### config.mk
export PLATFORM = sky130hd
export DESIGN_NAME = dac_bank
export DESIGN_NICKNAME = d
export VERILOG_FILES = /design/src/rtl/dac_bank_pkg.sv /design/src/rtl/dac_bank_dec.sv /design/src/rtl/dac_bank_chan.sv /design/src/rtl/dac_bank.sv
export SDC_FILE = /design/constraint.sdc
export NUM_CORES = 1
export LEC_CHECK = 0
export BUFFER_PORTS_ARGS = -buffer_cell sky130_fd_sc_hd__buf_4
export CAP_MARGIN = 5
export CORE_MARGIN = 2
export CORE_UTILIZATION = 59
export CTS_BUF_LIST = sky130_fd_sc_hd__clkbuf_4
export DETAILED_ROUTE_END_ITERATION = 8
export GPL_ROUTABILITY_DRIVEN = 0
export HOLD_SLACK_MARGIN = 0.03
export PLACE_DENSITY = 0.92
export SLEW_MARGIN = 20
export SYNTH_ARGS = -nofsm -noshare
export SYNTH_HDL_FRONTEND = slang
export SYNTH_SLANG_ARGS = --single-unit
export TNS_END_PERCENT = 50
### constraint.sdc
create_clock -name clk_i -period 1.7 [get_ports clk_i]
set_input_delay 0.34 -clock clk_i [delete_from_list [all_inputs] [get_ports clk_i]]
set_output_delay 0.34 -clock clk_i [all_outputs]
set_load 0.05 [all_outputs]
### src/rtl/dac_bank_pkg.sv
package dac_bank_pkg;
  localparam int N_CH   = 4;
  localparam int CODE_W = 14;
  localparam int BYTE_W = 8;
  localparam int ADDR_W = 3;
endpackage

### src/rtl/dac_bank_dec.sv
module dac_bank_dec #(
  parameter int N_CH   = dac_bank_pkg::N_CH,
  parameter int ADDR_W = dac_bank_pkg::ADDR_W
) (
  input  logic [ADDR_W-1:0] addr_i,
  output logic [N_CH-1:0]   sel_o
);
  localparam int IDX_W = ADDR_W - 1;

  logic bcast;
  assign bcast = addr_i[ADDR_W-1];

  for (genvar i = 0; i < N_CH; i++) begin : g_sel
    assign sel_o[i] = bcast | (addr_i[IDX_W-1:0] == IDX_W'(i));
  end
endmodule

### src/rtl/dac_bank_chan.sv
module dac_bank_chan #(
  parameter int CODE_W = dac_bank_pkg::CODE_W,
  parameter int BYTE_W = dac_bank_pkg::BYTE_W
) (
  input  logic              clk_i,
  input  logic              rst_ni,
  input  logic              we_i,
  input  logic              hi_i,
  input  logic [BYTE_W-1:0] data_i,
  input  logic              load_i,
  output logic [CODE_W-1:0] in_o,
  output logic [CODE_W-1:0] code_o
);
  localparam int HI_W = CODE_W - BYTE_W;

  logic [CODE_W-1:0] in_q, in_d, lat_q;

  always_comb begin
    in_d = in_q;
    if (we_i) begin
      if (hi_i) in_d[CODE_W-1:BYTE_W] = data_i[HI_W-1:0];
      else      in_d[BYTE_W-1:0]      = data_i;
    end
  end

  always_ff @(posedge clk_i or negedge rst_ni) begin
    if (!rst_ni) begin
      in_q  <= '0;
      lat_q <= '0;
    end else begin
      in_q <= in_d;
      // load sees this edge's write
      if (load_i) lat_q <= in_d;
    end
  end

  assign in_o   = in_q;
  assign code_o = lat_q;
endmodule

### src/rtl/dac_bank.sv
module dac_bank #(
  parameter int N_CH   = dac_bank_pkg::N_CH,
  parameter int CODE_W = dac_bank_pkg::CODE_W,
  parameter int BYTE_W = dac_bank_pkg::BYTE_W,
  parameter int ADDR_W = dac_bank_pkg::ADDR_W
) (
  input  logic                     clk_i,
  input  logic                     rst_ni,
  input  logic                     cs_ni,
  input  logic                     wr_i,
  input  logic [ADDR_W-1:0]        addr_i,
  input  logic                     hi_byte_i,
  input  logic [BYTE_W-1:0]        data_i,
  input  logic                     ldac_ni,
  output logic [N_CH*CODE_W-1:0]   code_o
);
  logic              wr_q, wr_go;
  logic [N_CH-1:0]   sel;
  logic [N_CH*CODE_W-1:0] in_flat;

  always_ff @(posedge clk_i or negedge rst_ni) begin
    if (!rst_ni) wr_q <= 1'b0;
    else         wr_q <= wr_i;
  end

  assign wr_go = wr_i & ~wr_q & ~cs_ni;

  dac_bank_dec #(.N_CH(N_CH), .ADDR_W(ADDR_W)) u_dec (
    .addr_i (addr_i),
    .sel_o  (sel)
  );

  for (genvar i = 0; i < N_CH; i++) begin : g_ch
    dac_bank_chan #(.CODE_W(CODE_W), .BYTE_W(BYTE_W)) u_ch (
      .clk_i  (clk_i),
      .rst_ni (rst_ni),
      .we_i   (wr_go & sel[i]),
      .hi_i   (hi_byte_i),
      .data_i (data_i),
      .load_i (~ldac_ni),
      .in_o   (in_flat[i*CODE_W +: CODE_W]),
      .code_o (code_o[i*CODE_W +: CODE_W])
    );
  end
endmodule

==> flow_metrics.py <==
metrics = {
    "clocking": {
        "clkTransAtPathRegs_ns": 0.09,
        "cts_tree": "built",
        "htree_num_levels": 4,
        "clock_latency_ns": 0.51,
        "clkSinkCount": 113,
        "cts_buffers": 17,
        "cts-root-buf": "clkbuf_4",
        "clock_path_buffers": 2,
    },
    "placed_design": {
        "hpwl_mm": 8.95,
        "postPlaceCellArea_um2": 5910,
        "dp_cells": 662,
        "port_buffers": 72,
    },
    "timing": {
        "finalCritPeriodShare_pct": 96.7,
        "setup-tns-final_ns": 0,
        "fin_skew_ns": 0.0108,
        "setup_viol": 0,
        "tightest_slew_ns": 0.664,
        "max_freq_mhz": 608,
        "rsz0062_at_grt": "true",
        "drv_slew": 0,
        "slew_headroom_pct": 55.6,
        "period_minus_slack_ns": 1.64,
        "hold_viol": 0,
    },
    "setup_path": {
        "required_ns": 2.08,
        "crit_path_frequent_cell": "buf_12",
        "critPathKind": "in2reg",
        "slowest_stage": "dlygate4sd3_1",
        "crit_fanout": 29,
        "critical_path.cell_chain": "dlygate4sd3_1 -> buf_4 -> nor4b_4 -> buf_12 -> and2_1 -> buf_12 -> o311ai_0",
        "max_stage_delay_ns": 0.54,
        "cpLargestDelayFamily": "buffers and inverters",
        "cp_num_buf_inv": 4,
        "arrival_ns": 2.02,
        "end_kind": "flop",
        "worst_setup_path_start_kind": "primary input",
    },
    "synth": {
        "yosys-top-cells-area": "dfrtp_1 (55%), o311ai_0 (9.6%), mux2_2 (6.2%)",
        "syn_inst": 499,
        "synthAdderAreaFrac_pct": 0,
        "synth_common_cells": "dfrtp_1 (113), inv_1 (56), nand2_1 (56), nand3_1 (56), o311ai_0 (56)",
        "yosysMostFrequentCell": "dfrtp_1",
        "synth_compound_area_share_pct": 17.9,
        "ys_types": 21,
        "synthSimpleGateAreaFrac_pct": 12.0,
        "synthFlopType": "dfrtp_1",
        "synth_top_family_by_area": "compound AO/OA/AOI/OAI gates",
        "synthesis.area_um2": 5110,
        "synth_top_cell_by_area": "dfrtp_1",
        "ys_async_sr_fraction_pct": 100,
        "syn_nets": 516,
        "synth_mux_area_share_pct": 6.17,
        "ys_ff_latch": 113,
        "synth_top_area_share_pct": 55.3,
        "syn_area_per_cell_um2": 10.2,
        "synthXorXnorAreaFrac_pct": 0,
        "synth-edff-count": 0,
        "synth_seq_area_share_pct": 55.3,
        "yosys_warnings": 0,
    },
    "cells_and_area": {
        "drive_above_1_share_pct": 29.0,
        "final_cell_area_um2": 6160,
        "fillers": 553,
        "area_growth_pct": 20.4,
        "utilization_pct": 74.2,
        "n_antenna_cell": 0,
        "fin_cells": 695,
        "nets": 595,
    },
    "floorplan": {
        "start_util_pct": 61.6,
        "dieHeight_um": 97.1,
        "coreArea_um2": 8300,
        "die_w_um": 97.1,
        "num_rows": 33,
        "ios": 73,
        "die_area_um2": 9430,
    },
    "routing": {
        "drc_errors": 0,
        "first_pass_iters": 5,
        "totalWireLength_mm": 13.2,
        "drt-initial-drc-count": 417,
        "wl_per_cell_um": 19.0,
        "via_count": 4280,
        "ant_nets": 0,
        "vias_per_cell": 6.16,
    },
    "power": {
        "p_int_mw": 4.81,
        "pwr-share-clk_pct": 21.5,
        "powerDensity_nw_per_um2": 1260,
        "p_seq_share_pct": 46.3,
        "worst_ir_drop_vdd_uv": 768,
        "p_comb_share_pct": 32.2,
        "p_leak_nw": 2.77,
        "p_sw_mw": 2.94,
        "sw_frac_of_total_pct": 37.9,
    },
    "run": {
        "max_cap_violations": 0,
    },
    "outcome": {
        "outcome": "finished clean",
    },
    "global_route": {
        "antenna_found_initial": 0,
        "grt_pass1_wl_mm": 22.0,
        "grt_usage_pct": 29.8,
        "grt_pass1_vias": 4361,
        "grt_overflow_total": 0,
        "grt_max_degree": 53,
    },
    "min_path": {
        "hold_class": "in2reg",
    },
}
==> path summary, 6_finish.rpt <==
path | startpoint | to | slack, ns | cells after the start
max | wr_i | g_ch[3].u_ch.code_o[1] | 0.06 | 7
min | data_i[6] | g_ch[0].u_ch.in_o[6] | 0.16 | 3
max reg2reg | wr_q | g_ch[0].u_ch.code_o[12] | 0.11 | 4
min reg2reg | g_ch[1].u_ch.code_o[3] | g_ch[1].u_ch.code_o[3] | 0.51 | 2
max in group asynchronous | rst_ni | g_ch[1].u_ch.in_o[9] | 0.71 | 3
min in group asynchronous | rst_ni | g_ch[1].u_ch.code_o[3] | 0.38 | 2
==> cell families after synthesis <==
family                 Yosys count
flip-flops                     113
AO/OA/AOI/OAI                  122
multiplexers                    28
buffers and inverters          108
AND/OR/NAND/NOR                128
==> through the flow <==
| step | hold slack [ns] | worst slack (ns) | power, mW |
|---|---|---|---|
| 2_1_floorplan | 0.0444 | 0.245 | 5.23 |
| 3_3_place_gp | 0.378 | 0.0331 | 6.02 |
| 3_5_place_dp | 0.387 | -0.124 | 6.12 |
| 4_1_cts | 0.140 | 0.0499 | 7.76 |
| 5_1_grt | 0.144 | -0.00254 | 8.13 |
| 6_report | 0.159 | 0.0562 | 7.76 |
==> registers in the layout, indices dropped and copies added, names as in the netlist <==
register and flops:
g_ch.u_ch.code_o 56, g_ch.u_ch.in_o 56, wr_q 1
==> power by group through the flow <==
stage / logic, mW / registers (mW) / clock network [mW]
6_report: 2.50 / 3.59 / 1.66
5_1_grt: 2.65 / 3.66 / 1.82
4_1_cts: 2.50 / 3.59 / 1.67
3_5_place_dp: 2.49 / 3.63 / 0
3_3_place_gp: 2.42 / 3.61 / 0
2_1_floorplan: 0.695 / 4.54 / 0
==> routing by layer <==
metal / GRT usage (%) / up-vias / routed length [um]
met4: 15.7 / 0 / 589
met5: 0 / - / 0
met1: 39.2 / 2044 / 5130
li1: - / 1932 / -
met3: 7.63 / 66 / 1250
met2: 45.7 / 238 / 6270
==> what timing repair did <==
item / CTS / global route
setup endpoints to repair: 0 / 6
resized for setup: 0 / 5
hold buffers: 2 / 0
hold endpoints to repair: 40 / 0
setup buffers: 0 / 0
==> cells in the final DEF, fill, tap and decap left out, drive strengths merged <==
cell type / instances
dfrtp: 113
buf: 110
inv: 56
nand3: 56
nand2: 56
o311ai: 56
o21ai: 32
mux2: 28
o211ai: 28
clkbuf: 20
nor2b: 10
clkinv: 10
o21a: 4
and2: 4
dlygate4sd3: 2
a21o: 1
and4bb: 1
nor4b: 1
o21bai: 1
bufinv: 1
==> area by class of cell <==
cell class / instances / area [um^2] / area share [%]
well taps: 105 / 131 / 2.13
clock inverters: 11 / 72.6 / 1.18
flip-flops and latches: 113 / 2830 / 45.9
clock buffers: 20 / 150 / 2.44
repair buffers: 112 / 908 / 14.8
multi-input cells: 278 / 1860 / 30.1
inverters: 56 / 210 / 3.41
==> worst register-to-register path: cells and delay by family (launching register included) <==
| family | cells | cell delay (ns) |
|---|---|---|
| buffers and inverters | 1 | 0.32 |
| flip-flops | 1 | 0.41 |
| AO/OA/AOI/OAI | 1 | 0.14 |
| AND/OR/NAND/NOR | 2 | 0.57 |
No activity file was read; power rests on OpenSTA's default activity.
